### src/rtl/cvg_round_pkg.sv
// Shared types for the convergent rounding reducer.
// Assumes callers pass a non-negative bit-drop count.
package cvg_round_pkg;

    typedef enum logic [1:0] {
        DROP_NONE  = 2'd0,
        DROP_SINGLE = 2'd1,
        DROP_MULTI = 2'd2
    } drop_kind_e;

    // Classify how many low bits are discarded.
    function automatic drop_kind_e drop_kind(input int drop_bits);
        if (drop_bits <= 0)
            return DROP_NONE;
        else if (drop_bits == 1)
            return DROP_SINGLE;
        else
            return DROP_MULTI;
    endfunction

endpackage

### src/rtl/cvg_round_split.sv
// Splits a wide signed sample into its truncated upper part, the half
// bit (highest discarded bit) and a sticky OR of the discarded bits below it.
// Assumes IN_W >= OUT_W >= 2. Purely combinational.
module cvg_round_split
    import cvg_round_pkg::*;
#(
    parameter int IN_W  = 16,
    parameter int OUT_W = 8
) (
    input  logic [IN_W-1:0]  wide_i,
    output logic [OUT_W-1:0] trunc_o,
    output logic             half_o,
    output logic             sticky_o
);
    localparam int         DROP = IN_W - OUT_W;
    localparam drop_kind_e KIND = drop_kind(DROP);

    generate
        if (KIND == DROP_NONE) begin : g_none
            // Nothing discarded: the upper part is the whole sample.
            always_comb begin
                trunc_o  = wide_i;
                half_o   = 1'b0;
                sticky_o = 1'b0;
            end
        end else if (KIND == DROP_SINGLE) begin : g_single
            // One bit discarded: it is the half bit, nothing lies below it.
            always_comb begin
                trunc_o  = wide_i[IN_W-1:1];
                half_o   = wide_i[0];
                sticky_o = 1'b0;
            end
        end else begin : g_multi
            // Several bits discarded: upper slice equals an arithmetic shift.
            always_comb begin
                trunc_o  = wide_i[IN_W-1:DROP];
                half_o   = wide_i[DROP-1];
                sticky_o = |wide_i[DROP-2:0];
            end
        end
    endgenerate

endmodule

### src/rtl/cvg_round_incr.sv
// Decides the round-up increment (half-to-even) and applies it, either
// wrapping or clamping at the top of the signed output range.
// Assumes the truncated value already holds the sign; only positive
// overflow is possible because the increment is never negative.
module cvg_round_incr #(
    parameter int OUT_W    = 8,
    parameter bit SATURATE = 1'b0
) (
    input  logic [OUT_W-1:0] trunc_i,
    input  logic             half_i,
    input  logic             sticky_i,
    output logic [OUT_W-1:0] result_o
);
    localparam logic [OUT_W-1:0] MAX_POS = {1'b0, {(OUT_W-1){1'b1}}};

    logic bump;

    // Round up past the half point, or on an exact tie when odd.
    always_comb bump = half_i & (sticky_i | trunc_i[0]);

    generate
        if (SATURATE) begin : g_sat
            logic [OUT_W:0] sum_ext;
            logic           over;
            // Extended sum exposes a carry into the sign position.
            always_comb begin
                sum_ext  = {trunc_i[OUT_W-1], trunc_i} + {{OUT_W{1'b0}}, bump};
                over     = sum_ext[OUT_W] ^ sum_ext[OUT_W-1];
                result_o = over ? MAX_POS : sum_ext[OUT_W-1:0];
            end
        end else begin : g_wrap
            // Plain modulo addition at output width.
            always_comb result_o = trunc_i + {{(OUT_W-1){1'b0}}, bump};
        end
    endgenerate

endmodule

### src/rtl/cvg_round_outreg.sv
// Output stage: registers the qualifier every cycle and the data only on
// qualified cycles. Synchronous active-low reset clears both.
module cvg_round_outreg #(
    parameter int OUT_W = 8
) (
    input  logic             clk,
    input  logic             rst_n,
    input  logic             vld_i,
    input  logic [OUT_W-1:0] dat_i,
    output logic             vld_o,
    output logic [OUT_W-1:0] dat_o
);
    // Capture a qualified result one cycle later; hold it otherwise.
    always_ff @(posedge clk) begin
        if (!rst_n) begin
            vld_o <= 1'b0;
            dat_o <= '0;
        end else begin
            vld_o <= vld_i;
            if (vld_i)
                dat_o <= dat_i;
        end
    end

endmodule

### src/rtl/cvg_round_reducer.sv
// Top: reduces a signed IN_W-bit sample to OUT_W bits with
// round-half-to-even, one cycle of latency.
// Assumes IN_W >= OUT_W >= 2. SATURATE selects clamp instead of wrap.
module cvg_round_reducer #(
    parameter int IN_W     = 16,
    parameter int OUT_W    = 8,
    parameter bit SATURATE = 1'b0
) (
    input  logic             clk,
    input  logic             rst_n,
    input  logic             in_valid,
    input  logic [IN_W-1:0]  in_data,
    output logic             out_valid,
    output logic [OUT_W-1:0] out_data
);
    logic [OUT_W-1:0] trunc_w;
    logic             half_w;
    logic             sticky_w;
    logic [OUT_W-1:0] rounded_w;

    cvg_round_split #(
        .IN_W (IN_W),
        .OUT_W(OUT_W)
    ) u_split (
        .wide_i  (in_data),
        .trunc_o (trunc_w),
        .half_o  (half_w),
        .sticky_o(sticky_w)
    );

    cvg_round_incr #(
        .OUT_W   (OUT_W),
        .SATURATE(SATURATE)
    ) u_incr (
        .trunc_i (trunc_w),
        .half_i  (half_w),
        .sticky_i(sticky_w),
        .result_o(rounded_w)
    );

    cvg_round_outreg #(
        .OUT_W(OUT_W)
    ) u_outreg (
        .clk  (clk),
        .rst_n(rst_n),
        .vld_i(in_valid),
        .dat_i(rounded_w),
        .vld_o(out_valid),
        .dat_o(out_data)
    );

endmodule

### config.mk
export PLATFORM = sky130hd
export DESIGN_NAME = cvg_round_reducer
export DESIGN_NICKNAME = d
export VERILOG_FILES = /design/src/rtl/cvg_round_pkg.sv /design/src/rtl/cvg_round_split.sv /design/src/rtl/cvg_round_incr.sv /design/src/rtl/cvg_round_outreg.sv /design/src/rtl/cvg_round_reducer.sv
export SDC_FILE = /design/constraint.sdc
export NUM_CORES = 1
export LEC_CHECK = 0
export BUFFER_PORTS_ARGS = -buffer_cell sky130_fd_sc_hd__buf_2
export CORE_AREA = 8 8 45 47
export DETAILED_ROUTE_END_ITERATION = 12
export DIE_AREA = 0 0 53 55
export PLACE_DENSITY = 0.75
export SYNTH_ARGS = -nofsm -noshare
export SYNTH_HDL_FRONTEND = slang
export SYNTH_SLANG_ARGS = --single-unit
### constraint.sdc
create_clock -name clk -period 1.9 [get_ports clk]
set_clock_uncertainty 0.15 [all_clocks]
set_input_delay 0.38 -clock clk [delete_from_list [all_inputs] [get_ports clk]]
set_output_delay 0.38 -clock clk [all_outputs]
set_load 0.02 [all_outputs]
==> results of run 1 <==
[flip-flops by register name (all words and copies together), names as in the netlist]
register	cells
u_outreg.dat_o	8
u_outreg.vld_o	1
[worst max-delay path by stage]
stage | slack (ps) | to | startpoint
global route | 420 | u_outreg.dat_o[6] | in_data[8]
global placement | 290 | u_outreg.dat_o[6] | in_data[8]
finish | 530 | u_outreg.dat_o[6] | in_data[8]
CTS | 530 | u_outreg.dat_o[6] | in_data[8]
floorplan | 430 | u_outreg.dat_o[0] | in_data[2]
detailed placement | 250 | u_outreg.dat_o[6] | in_data[8]
[worst max-delay path, cell delays in order]
cell and delay, ps:
buf_2 130, and2_1 130, ha_1 190, inv_1 60, or3_1 360, a31oi_1 150
[placed cells by master (no fill, tap or decap)]
cell type / count
dfxtp_1: 9
nand2b_1: 1
a31oi_1: 4
buf_2: 27
nand3_1: 3
nand4_1: 3
o21ai_0: 9
or4_4: 1
clkbuf_4: 3
or3_1: 3
ha_1: 1
xor2_1: 2
nand2_1: 1
a21oi_1: 2
mux2i_1: 1
nor2b_1: 2
clkbuf_1: 1
o41ai_2: 1
inv_1: 1
and2_1: 2
xnor2_1: 1
o211a_1: 1
[cell families after synthesis]
group,Yosys count,synth area share
compound gates,17,0.241
mux,1,0.0227
xor+xnor,3,0.0595
fa+ha+maj,1,0.0283
simple gates,16,0.224
buf+inv,2,0.0170
flops,9,0.408
[final cells by class]
class	instances	area (um2)
inverter	1	3.75
clock buffer	4	26.3
fill	147	764
tap	16	20.0
timing repair buffer	27	135
multi-input combinational	38	254
sequential	9	180
[per-layer routing]
| layer | track usage | wire [um] |
|---|---|---|
| met1 | 0.0798 | 445 |
| met2 | 0.148 | 659 |
| met3 | 0.0348 | 55 |
| met4 | 0.0776 | 0 |
| met5 | 0 | 0 |
[per-stage QoR]
step / area, um2 / util / hold slack, ps
after floorplan: 442 / - / 357
after global placement: 593 / 0.429 / 312
after detailed placement: 593 / 0.429 / 317
after CTS: 619 / 0.448 / 263
after global routing: 619 / 0.448 / 269
final: 619 / 0.448 / 275
[power by group]
| group | total (mW) | internal [mW] | switching [mW] | leakage (nW) |
|---|---|---|---|---|
| Sequential | 0.207 | 0.202 | 0.00492 | 0.0748 |
| Combinational | 0.0935 | 0.0396 | 0.0540 | 0.191 |
| Clock | 0.142 | 0.0806 | 0.0616 | 0.0150 |
==> flow_metrics.env, run 1 <==
export IMPL_grt_max_degree=17
export IMPL_worstPathRequired_ps=1930
export IMPL_slew_viol_final=0
export IMPL_vias=479
export IMPL_place_ws_ps=249
export IMPL_r2r_start="u_outreg.dat_o[5]"
export IMPL_ys_top_cells_by_area="dfxtp_1 (41%), o21ai_0 (10%), a31oi_1 (5.7%)"
export IMPL_fin_cells=95
export IMPL_num_antenna_cells=0
export IMPL_synth_seq_cells=9
export IMPL_drt_iter0_markers=4
export IMPL_dp_hpwl_um=993
export IMPL_cts_resized=0
export IMPL_hold_end="u_outreg.dat_o[6]"
export IMPL_hold_viol=0
export IMPL_track_usage=0.0872
export IMPL_port_buffers=27
export IMPL_h_tree_depth=1
export IMPL_total_power_mw=0.443
export IMPL_drc=0
export IMPL_routabilityCongestion=0.728
export IMPL_final_min_clock_period_ps=1370
export IMPL_overflow=0
export IMPL_status="completed"
export IMPL_critPathKind="input pin to flip-flop"
export IMPL_setup_violations=0
export IMPL_synth_top_area_frac=0.408
export IMPL_root_buffer="clkbuf_4"
export IMPL_ioPinCount=28
export IMPL_cts_max_path_buffers=2
export IMPL_clk_latency_ps=260
export IMPL_ys_types=20
export IMPL_fp_coreArea_um2=1380
export IMPL_peakVddDrop_mv=0.233
export IMPL_syn_inst=49
export IMPL_die_h_um=55
export IMPL_die_x_um=53
export IMPL_max_freq_ghz=0.729
export IMPL_postCtsHoldBufs=0
export IMPL_start_util=0.319
export IMPL_tightestPinTransition_ps=251
export IMPL_cap_viol_max_count=0
export IMPL_hold_start="in_data[14]"
export IMPL_cts_tree="built"
export IMPL_crit_arrival_ps=1410
export IMPL_antenna_found_initial=0
export IMPL_antenna_left=0
export IMPL_crit_path_start_kind="input pin"
export IMPL_reg2reg_slack_ps=1090
export IMPL_clock_sinks=9
export IMPL_yosys_area_top_type="dfxtp_1"
export IMPL_relSlewSlack=0.833
export IMPL_r2r_end="u_outreg.dat_o[5]"
export IMPL_drive_gt1_frac=0.405
export IMPL_ys_flop_type="dfxtp_1"
export IMPL_grt_pass1_vias=462
export IMPL_ys_seq_area_frac=0.408
export IMPL_fin_nets=100
export IMPL_worstSetupEndpointType="flip-flop"
export IMPL_synth_edf_count=0
export IMPL_hold_path_class="input pin to flip-flop"
export IMPL_leakage_nw=0.281
export IMPL_routed_wl_um=1160
export IMPL_path_clk_slew_ps=50
export IMPL_netlist_area_um2=442
export IMPL_crit_fanout=6
export IMPL_rr_worst_depth=2
export IMPL_fin_tns_setup_ps=0
export IMPL_async_flop_share=0
export IMPL_syn_avg_cell_area_um2=9.01
export IMPL_syn_num_nets=69
export IMPL_wl_per_cell_um=12.2
export IMPL_via_per_inst=5.04
export IMPL_post_cts_buffers=0
export IMPL_drt_pass1_iterations=4
export IMPL_rsz0062_at_grt="no"
export IMPL_synthTopCellsByCount="dfxtp_1 (9), o21ai_0 (9), a31oi_1 (4)"
export IMPL_timing_hold_worst_path_depth=3
export IMPL_cts_made_buffers=3
export IMPL_synth_warnings=0
export IMPL_rows=14
export IMPL_fin_ws_ps=529
export IMPL_dp_cells=91
export IMPL_dieArea_um2=2920
export IMPL_area_growth_pct=40.2
export IMPL_finalCritPeriodShare=0.722
export IMPL_grt_pass1_wl_um=1860
export IMPL_power_density_nw_per_um2=715
Note: power is estimated with default switching activity, not from simulation.
==> run 2, diff against run 1 <==
==> constraint.sdc (replaced) <==
create_clock -name clk -period 1.3 [get_ports clk]
set_clock_uncertainty 0.15 [all_clocks]
set_input_delay 0.26 -clock clk [delete_from_list [all_inputs] [get_ports clk]]
set_output_delay 0.26 -clock clk [all_outputs]
set_load 0.02 [all_outputs]
==> run 2 against run 1 <==
Count of clock-buffer cells in the layout did not move. Non-clock buffer count rose by 2. Register-to-register slack got worse by 580 ps. Die area did not move. Worst hold slack got worse by 140 ps. Combinational power rose by 50%. Global-route usage rose by 1.3 points. Power rose by 48%. Sequential cell count did not move. Utilization rose by 1.3 points. Sequential power rose by 47%. Highest routed layer is now met4.
==> flow_metrics.env, run 2 (synthesis gave the netlist of run 1 again) <==
export IMPL_wl_per_cell_um=12.5
export IMPL_die_x_um=53
export IMPL_port_buffers=27
export IMPL_worstSetupEndpointType="flip-flop"
export IMPL_design_area_um2=637
export IMPL_hold_end="u_outreg.dat_o[7]"
export IMPL_worstPathRequired_ps=1290
export IMPL_critical_path_buf_inv_count=1
export IMPL_final_min_clock_period_ps=1210
export IMPL_finalCritPeriodShare=0.930
export IMPL_grt_pass1_wl_um=2130
export IMPL_fin_nets=102
export IMPL_gr_usage_met3=0.0187
export IMPL_drt_iter0_markers=8
export IMPL_cts_made_buffers=3
export IMPL_setup_violations=0
export IMPL_dieArea_um2=2920
export IMPL_crit_arrival_ps=1200
export IMPL_hold_start="in_data[15]"
export IMPL_antenna_found_initial=0
export IMPL_rsz0062_at_grt="no"
export IMPL_area_growth_pct=44.2
export IMPL_dp_hpwl_um=1000
export IMPL_cts_max_path_buffers=2
export IMPL_place_ws_ps=-192
export IMPL_tightestPinTransition_ps=236
export IMPL_num_antenna_cells=0
export IMPL_start_util=0.319
export IMPL_cts_resized=0
export IMPL_critPathKind="input pin to flip-flop"
export IMPL_cpPeakStageDelay_ps=520
export IMPL_die_h_um=55
export IMPL_clk_latency_ps=260
export IMPL_via_per_inst=4.89
export IMPL_leakage_nw=0.289
export IMPL_routed_wl_um=1210
export IMPL_drc=0
export IMPL_routabilityCongestion=0.774
export IMPL_rr_worst_depth=2
export IMPL_drt_pass1_iterations=4
export IMPL_relSlewSlack=0.841
export IMPL_place_area_um2=611
export IMPL_drive_gt1_frac=0.444
export IMPL_met1_usage=0.109
export IMPL_largest_registers="u_outreg.dat_o (8), u_outreg.vld_o (1)"
export IMPL_ioPinCount=28
export IMPL_cp_top_family="simple AND/OR/NAND/NOR gates"
export IMPL_vias=474
export IMPL_max_freq_ghz=0.827
export IMPL_slew_viol_final=0
export IMPL_h_tree_depth=1
export IMPL_cap_viol_max_count=0
export IMPL_regMostFlops="u_outreg.dat_o"
export IMPL_rows=14
export IMPL_final_common_cell="buf_2"
export IMPL_power_density_nw_per_um2=1030
export IMPL_busiest_layer="met2"
export IMPL_critPathSlowestCell="or4_4"
export IMPL_crit_path_cell_trace="buf_2 -> or4_4 -> o41ai_2 -> a31oi_1"
export IMPL_grt_pass1_vias=506
export IMPL_postCtsHoldBufs=0
export IMPL_post_cts_buffers=0
export IMPL_status="completed"
export IMPL_clock_sinks=9
export IMPL_r2r_start="u_outreg.dat_o[6]"
export IMPL_largest_reg_flops=8
export IMPL_grt_max_degree=17
export IMPL_hold_viol=0
export IMPL_timing_hold_ws_ps=133
export IMPL_cts_tree="built"
export IMPL_fp_coreArea_um2=1380
export IMPL_path_clk_slew_ps=60
export IMPL_track_usage=0.100
export IMPL_reg2reg_slack_ps=510
export IMPL_antenna_left=0
export IMPL_fin_ws_ps=90.4
export IMPL_crit_fanout=1
export IMPL_overflow=0
export IMPL_final_cell_mix="buf_2 (27), o21ai_0 (9), dfxtp_1 (9)"
export IMPL_timing_hold_worst_path_depth=3
export IMPL_crit_path_start_kind="input pin"
export IMPL_root_buffer="clkbuf_4"
export IMPL_peakVddDrop_mv=0.505
export IMPL_grtUsageMet2=0.164
export IMPL_r2r_end="u_outreg.dat_o[6]"
export IMPL_hold_path_class="input pin to flip-flop"
-- run 2: layout make-up --
cell class	count	area, um2
multi-input cells	38	256
repair buffers	29	150
flip-flops and latches	9	180
well taps	16	20.0
fillers	146	747
inverters	1	3.75
clock buffers	4	26.3
-- run 2: how the worst max path moves through the flow --
stage / start / end / slack (ps) / depth (start not counted)
finish: in_data[2] / u_outreg.dat_o[0] / 90 / 4
global route: u_outreg.dat_o[0] / out_data[0] / 70 / 1
CTS: in_data[2] / u_outreg.dat_o[0] / 90 / 4
detailed placement: in_data[2] / u_outreg.dat_o[0] / -190 / 4
global placement: in_data[2] / u_outreg.dat_o[0] / -150 / 4
floorplan: in_data[2] / u_outreg.dat_o[0] / -50 / 3
-- run 2: power by group --
part           internal [mW]  switching [mW]  leakage [nW]
Sequential             0.296         0.00841        0.0748
Clock                  0.118          0.0951        0.0150
Combinational         0.0618          0.0782         0.199
-- run 2: metal layers --
metal,routed length [um],part of all wire
met2,629,0.52
met5,0,0
met3,72,0.060
met4,27,0.022
met1,478,0.40
-- run 2: metrics by stage --
step	TNS, ps	total power [mW]	cells	util
2_1_floorplan	-47.2	0.378	49	-
4_1_cts	0	0.671	97	0.460
5_1_grt	0	0.713	97	0.460
3_5_place_dp	-365	0.452	93	0.441
3_3_place_gp	-280	0.448	93	0.441
6_report	0	0.657	97	0.460
-- run 2: worst register-to-register path, stage by stage (launching register included) --
cell	delay, ps
dfxtp_1	320
o21ai_0	140
a31oi_1	60
==> run 3, diff against run 2 <==
--- a/config.mk
+++ b/config.mk
@@ -9,7 +9,8 @@
 export CORE_AREA = 8 8 45 47
 export DETAILED_ROUTE_END_ITERATION = 12
 export DIE_AREA = 0 0 53 55
-export PLACE_DENSITY = 0.75
+export PLACE_DENSITY = 0.82
 export SYNTH_ARGS = -nofsm -noshare
 export SYNTH_HDL_FRONTEND = slang
+export SYNTH_HIERARCHICAL = 1
 export SYNTH_SLANG_ARGS = --single-unit
==> run 3 against run 2 <==
The run now ends with setup timing left. Sequential cell count unchanged. Cell area up 18%. Combinational power up 25%. Synthesized cell count up 12%.
==> flow_metrics.env, run 3 <==
export IMPL_status="complete, but fails checks"
export IMPL_violations="setup timing"
export IMPL_clock_sinks=9
export IMPL_timing_hold_worst_path_depth=2
export IMPL_drt_pass1_iterations=4
export IMPL_port_buffers=27
export IMPL_grt_pass1_wl_um=2010
export IMPL_path_clk_slew_ps=60
export IMPL_area_growth_pct=41.3
export IMPL_drt_iter0_markers=7
export IMPL_final_cell_mix="buf_2 (25), dfxtp_1 (9), mux2i_1 (8), nor2b_1 (8), buf_4 (4)"
export IMPL_crit_path_start_kind="input pin"
export IMPL_syn_num_nets=76
export IMPL_crit_arrival_ps=1650
export IMPL_final_common_cell="buf_2"
export IMPL_wl_per_cell_um=13.1
export IMPL_regMostFlops="u_outreg/dat_o"
export IMPL_synth_compound_area_share=0.0141
export IMPL_routed_wl_um=1250
export IMPL_cp_top_family="simple AND/OR/NAND/NOR gates"
export IMPL_place_ws_ps=-687
export IMPL_yosys_area_top_type="dfxtp_1"
export IMPL_via_per_inst=4.73
export IMPL_drc=0
export IMPL_timing_hold_ws_ps=169
export IMPL_critical_path_buf_inv_count=1
export IMPL_final_min_clock_period_ps=1640
export IMPL_syn_inst=55
export IMPL_ioPinCount=28
export IMPL_synth_top_area_frac=0.338
export IMPL_r2r_start="u_outreg/dat_o[5]"
export IMPL_largest_registers="u_outreg/dat_o (8), u_outreg/vld_o (1)"
export IMPL_fin_ws_ps=-344
export IMPL_routabilityCongestion=0.683
export IMPL_critPathKind="input pin to flip-flop"
export IMPL_clk_latency_ps=260
export IMPL_synthTopCellsByCount="buf_4 (9), dfxtp_1 (9), mux2i_1 (8), nor2b_1 (8), xnor2_1 (4)"
export IMPL_tightestPinTransition_ps=258
export IMPL_place_area_um2=667
export IMPL_r2r_end="u_outreg/dat_o[5]"
export IMPL_synth_xor_area_share=0.0986
export IMPL_cts_max_path_buffers=2
export IMPL_root_buffer="clkbuf_4"
export IMPL_peakVddDrop_mv=0.580
export IMPL_yosys_area_share_adder=0.0469
export IMPL_max_freq_ghz=0.608
export IMPL_start_util=0.385
export IMPL_relSlewSlack=0.828
export IMPL_slew_viol_final=0
export IMPL_hold_viol=0
export IMPL_worstPathRequired_ps=1300
export IMPL_dp_hpwl_um=956
export IMPL_leakage_nw=0.353
export IMPL_synth_top_family_by_area="simple AND/OR/NAND/NOR gates"
export IMPL_cap_viol_max_count=0
export IMPL_power_density_nw_per_um2=918
export IMPL_rsz0062_at_grt="yes"
export IMPL_rows=14
export IMPL_setup_violations=7
export IMPL_grt_max_degree=10
export IMPL_fin_nets=102
export IMPL_cts_made_buffers=3
export IMPL_track_usage=0.0975
export IMPL_crit_fanout=3
export IMPL_finalCritPeriodShare=1.26
export IMPL_cts_tree="built"
export IMPL_hold_path_class="input pin to flip-flop"
export IMPL_fin_tns_setup_ps=-1710
export IMPL_rr_worst_depth=2
export IMPL_ys_types=17
export IMPL_cpPeakStageDelay_ps=240
export IMPL_die_x_um=53
export IMPL_worstSetupEndpointType="flip-flop"
export IMPL_yosys_area_share_simple=0.204
export IMPL_critPathSlowestCell="nor4_4"
export IMPL_netlist_area_um2=533
export IMPL_hold_start="rst_n"
export IMPL_antenna_left=0
export IMPL_reg2reg_slack_ps=530
export IMPL_synth_edf_count=0
export IMPL_design_area_um2=753
export IMPL_synth_warnings=6
export IMPL_n_fill_cell=126
export IMPL_dp_cells=91
export IMPL_antenna_found_initial=0
export IMPL_syn_avg_cell_area_um2=9.69
export IMPL_hold_end="u_outreg/dat_o[5]"
export IMPL_synth_seq_cells=9
export IMPL_ys_flop_type="dfxtp_1"
export IMPL_muxShareOfSynthArea=0.150
export IMPL_vias=454
export IMPL_grt_pass1_vias=456
export IMPL_ys_seq_area_frac=0.338
export IMPL_async_flop_share=0
export IMPL_ys_top_cells_by_area="dfxtp_1 (34%), mux2i_1 (15%), buf_4 (13%)"
export IMPL_crit_cells=11
export IMPL_h_tree_depth=1
export IMPL_die_h_um=55
export IMPL_crit_path_cell_trace="buf_6 -> nor4_4 -> nand2_1 -> o21a_1 -> ha_4 -> ha_4 -> nand3_4 -> nor2_2 -> xor2_1 -> mux2i_1 -> nor2b_1"
export IMPL_dieArea_um2=2920
export IMPL_drive_gt1_frac=0.525
export IMPL_crit_top_cell="ha_4"
export IMPL_largest_reg_flops=8
export IMPL_fin_cells=96
export IMPL_overflow=0
export IMPL_num_antenna_cells=0
export IMPL_fp_coreArea_um2=1380
run 3: area by class of cell:
| type | instances | area (um2) | area share |
|---|---|---|---|
| sequential | 9 | 180 | 0.239 |
| tap | 16 | 20.0 | 0.0266 |
| multi-input combinational | 36 | 349 | 0.463 |
| timing repair buffer | 31 | 178 | 0.236 |
| clock buffer | 4 | 26.3 | 0.0349 |
run 3: routing by layer:
layer / vias to the layer above / global-route usage / routed length, um
met5: - / 0 / 0
li1: 227 / - / -
met1: 210 / 0.0872 / 451
met2: 13 / 0.166 / 652
met3: 4 / 0.0321 / 93
met4: 0 / 0.103 / 57
run 3: report_power, final:
| part | switching [mW] | total [mW] | internal [mW] |
|---|---|---|---|
| Clock | 0.0967 | 0.215 | 0.118 |
| Combinational | 0.0891 | 0.175 | 0.0860 |
| Sequential | 0.00712 | 0.302 | 0.294 |
| Total | 0.193 | 0.692 | 0.499 |
run 3: worst reg2reg max path, delay by kind of cell (launching register included):
kind	cells	cell delay, ps
DFF	1	310
and+or+nand+nor	1	60
muxes	1	150
run 3: per-stage QoR:
stage | power (mW) | utilization
after global routing | 0.732 | 0.544
after CTS | 0.697 | 0.533
after global placement | 0.460 | 0.482
final | 0.692 | 0.544
after floorplan | 0.419 | -
after detailed placement | 0.465 | 0.482
run 3: kinds of logic after synthesis:
kind of cell,count (synthesis)
adder cells (fa/ha/maj),2
buffers and inverters,10
flip-flops,9
multiplexers,8
XOR/XNOR,6
AO/OA/AOI/OAI,1
AND/OR/NAND/NOR,19
run 3: how the worst max path moves through the flow:
stage                         to        from
4_1_cts        u_outreg/dat_o[6]  in_data[2]
6_report       u_outreg/dat_o[6]  in_data[2]
5_1_grt        u_outreg/dat_o[6]  in_data[2]
3_5_place_dp   u_outreg/dat_o[6]  in_data[4]
3_3_place_gp   u_outreg/dat_o[6]  in_data[4]
2_1_floorplan  u_outreg/dat_o[6]  in_data[4]
run 3: repair_timing:
| action | in CTS | in global routing |
|---|---|---|
| endpoints found under the setup margin | 8 | 8 |
| setup buffers | 1 | 0 |
| pin swaps | 10 | 2 |
| resized for setup | 6 | 2 |
| hold buffers | 0 | 0 |
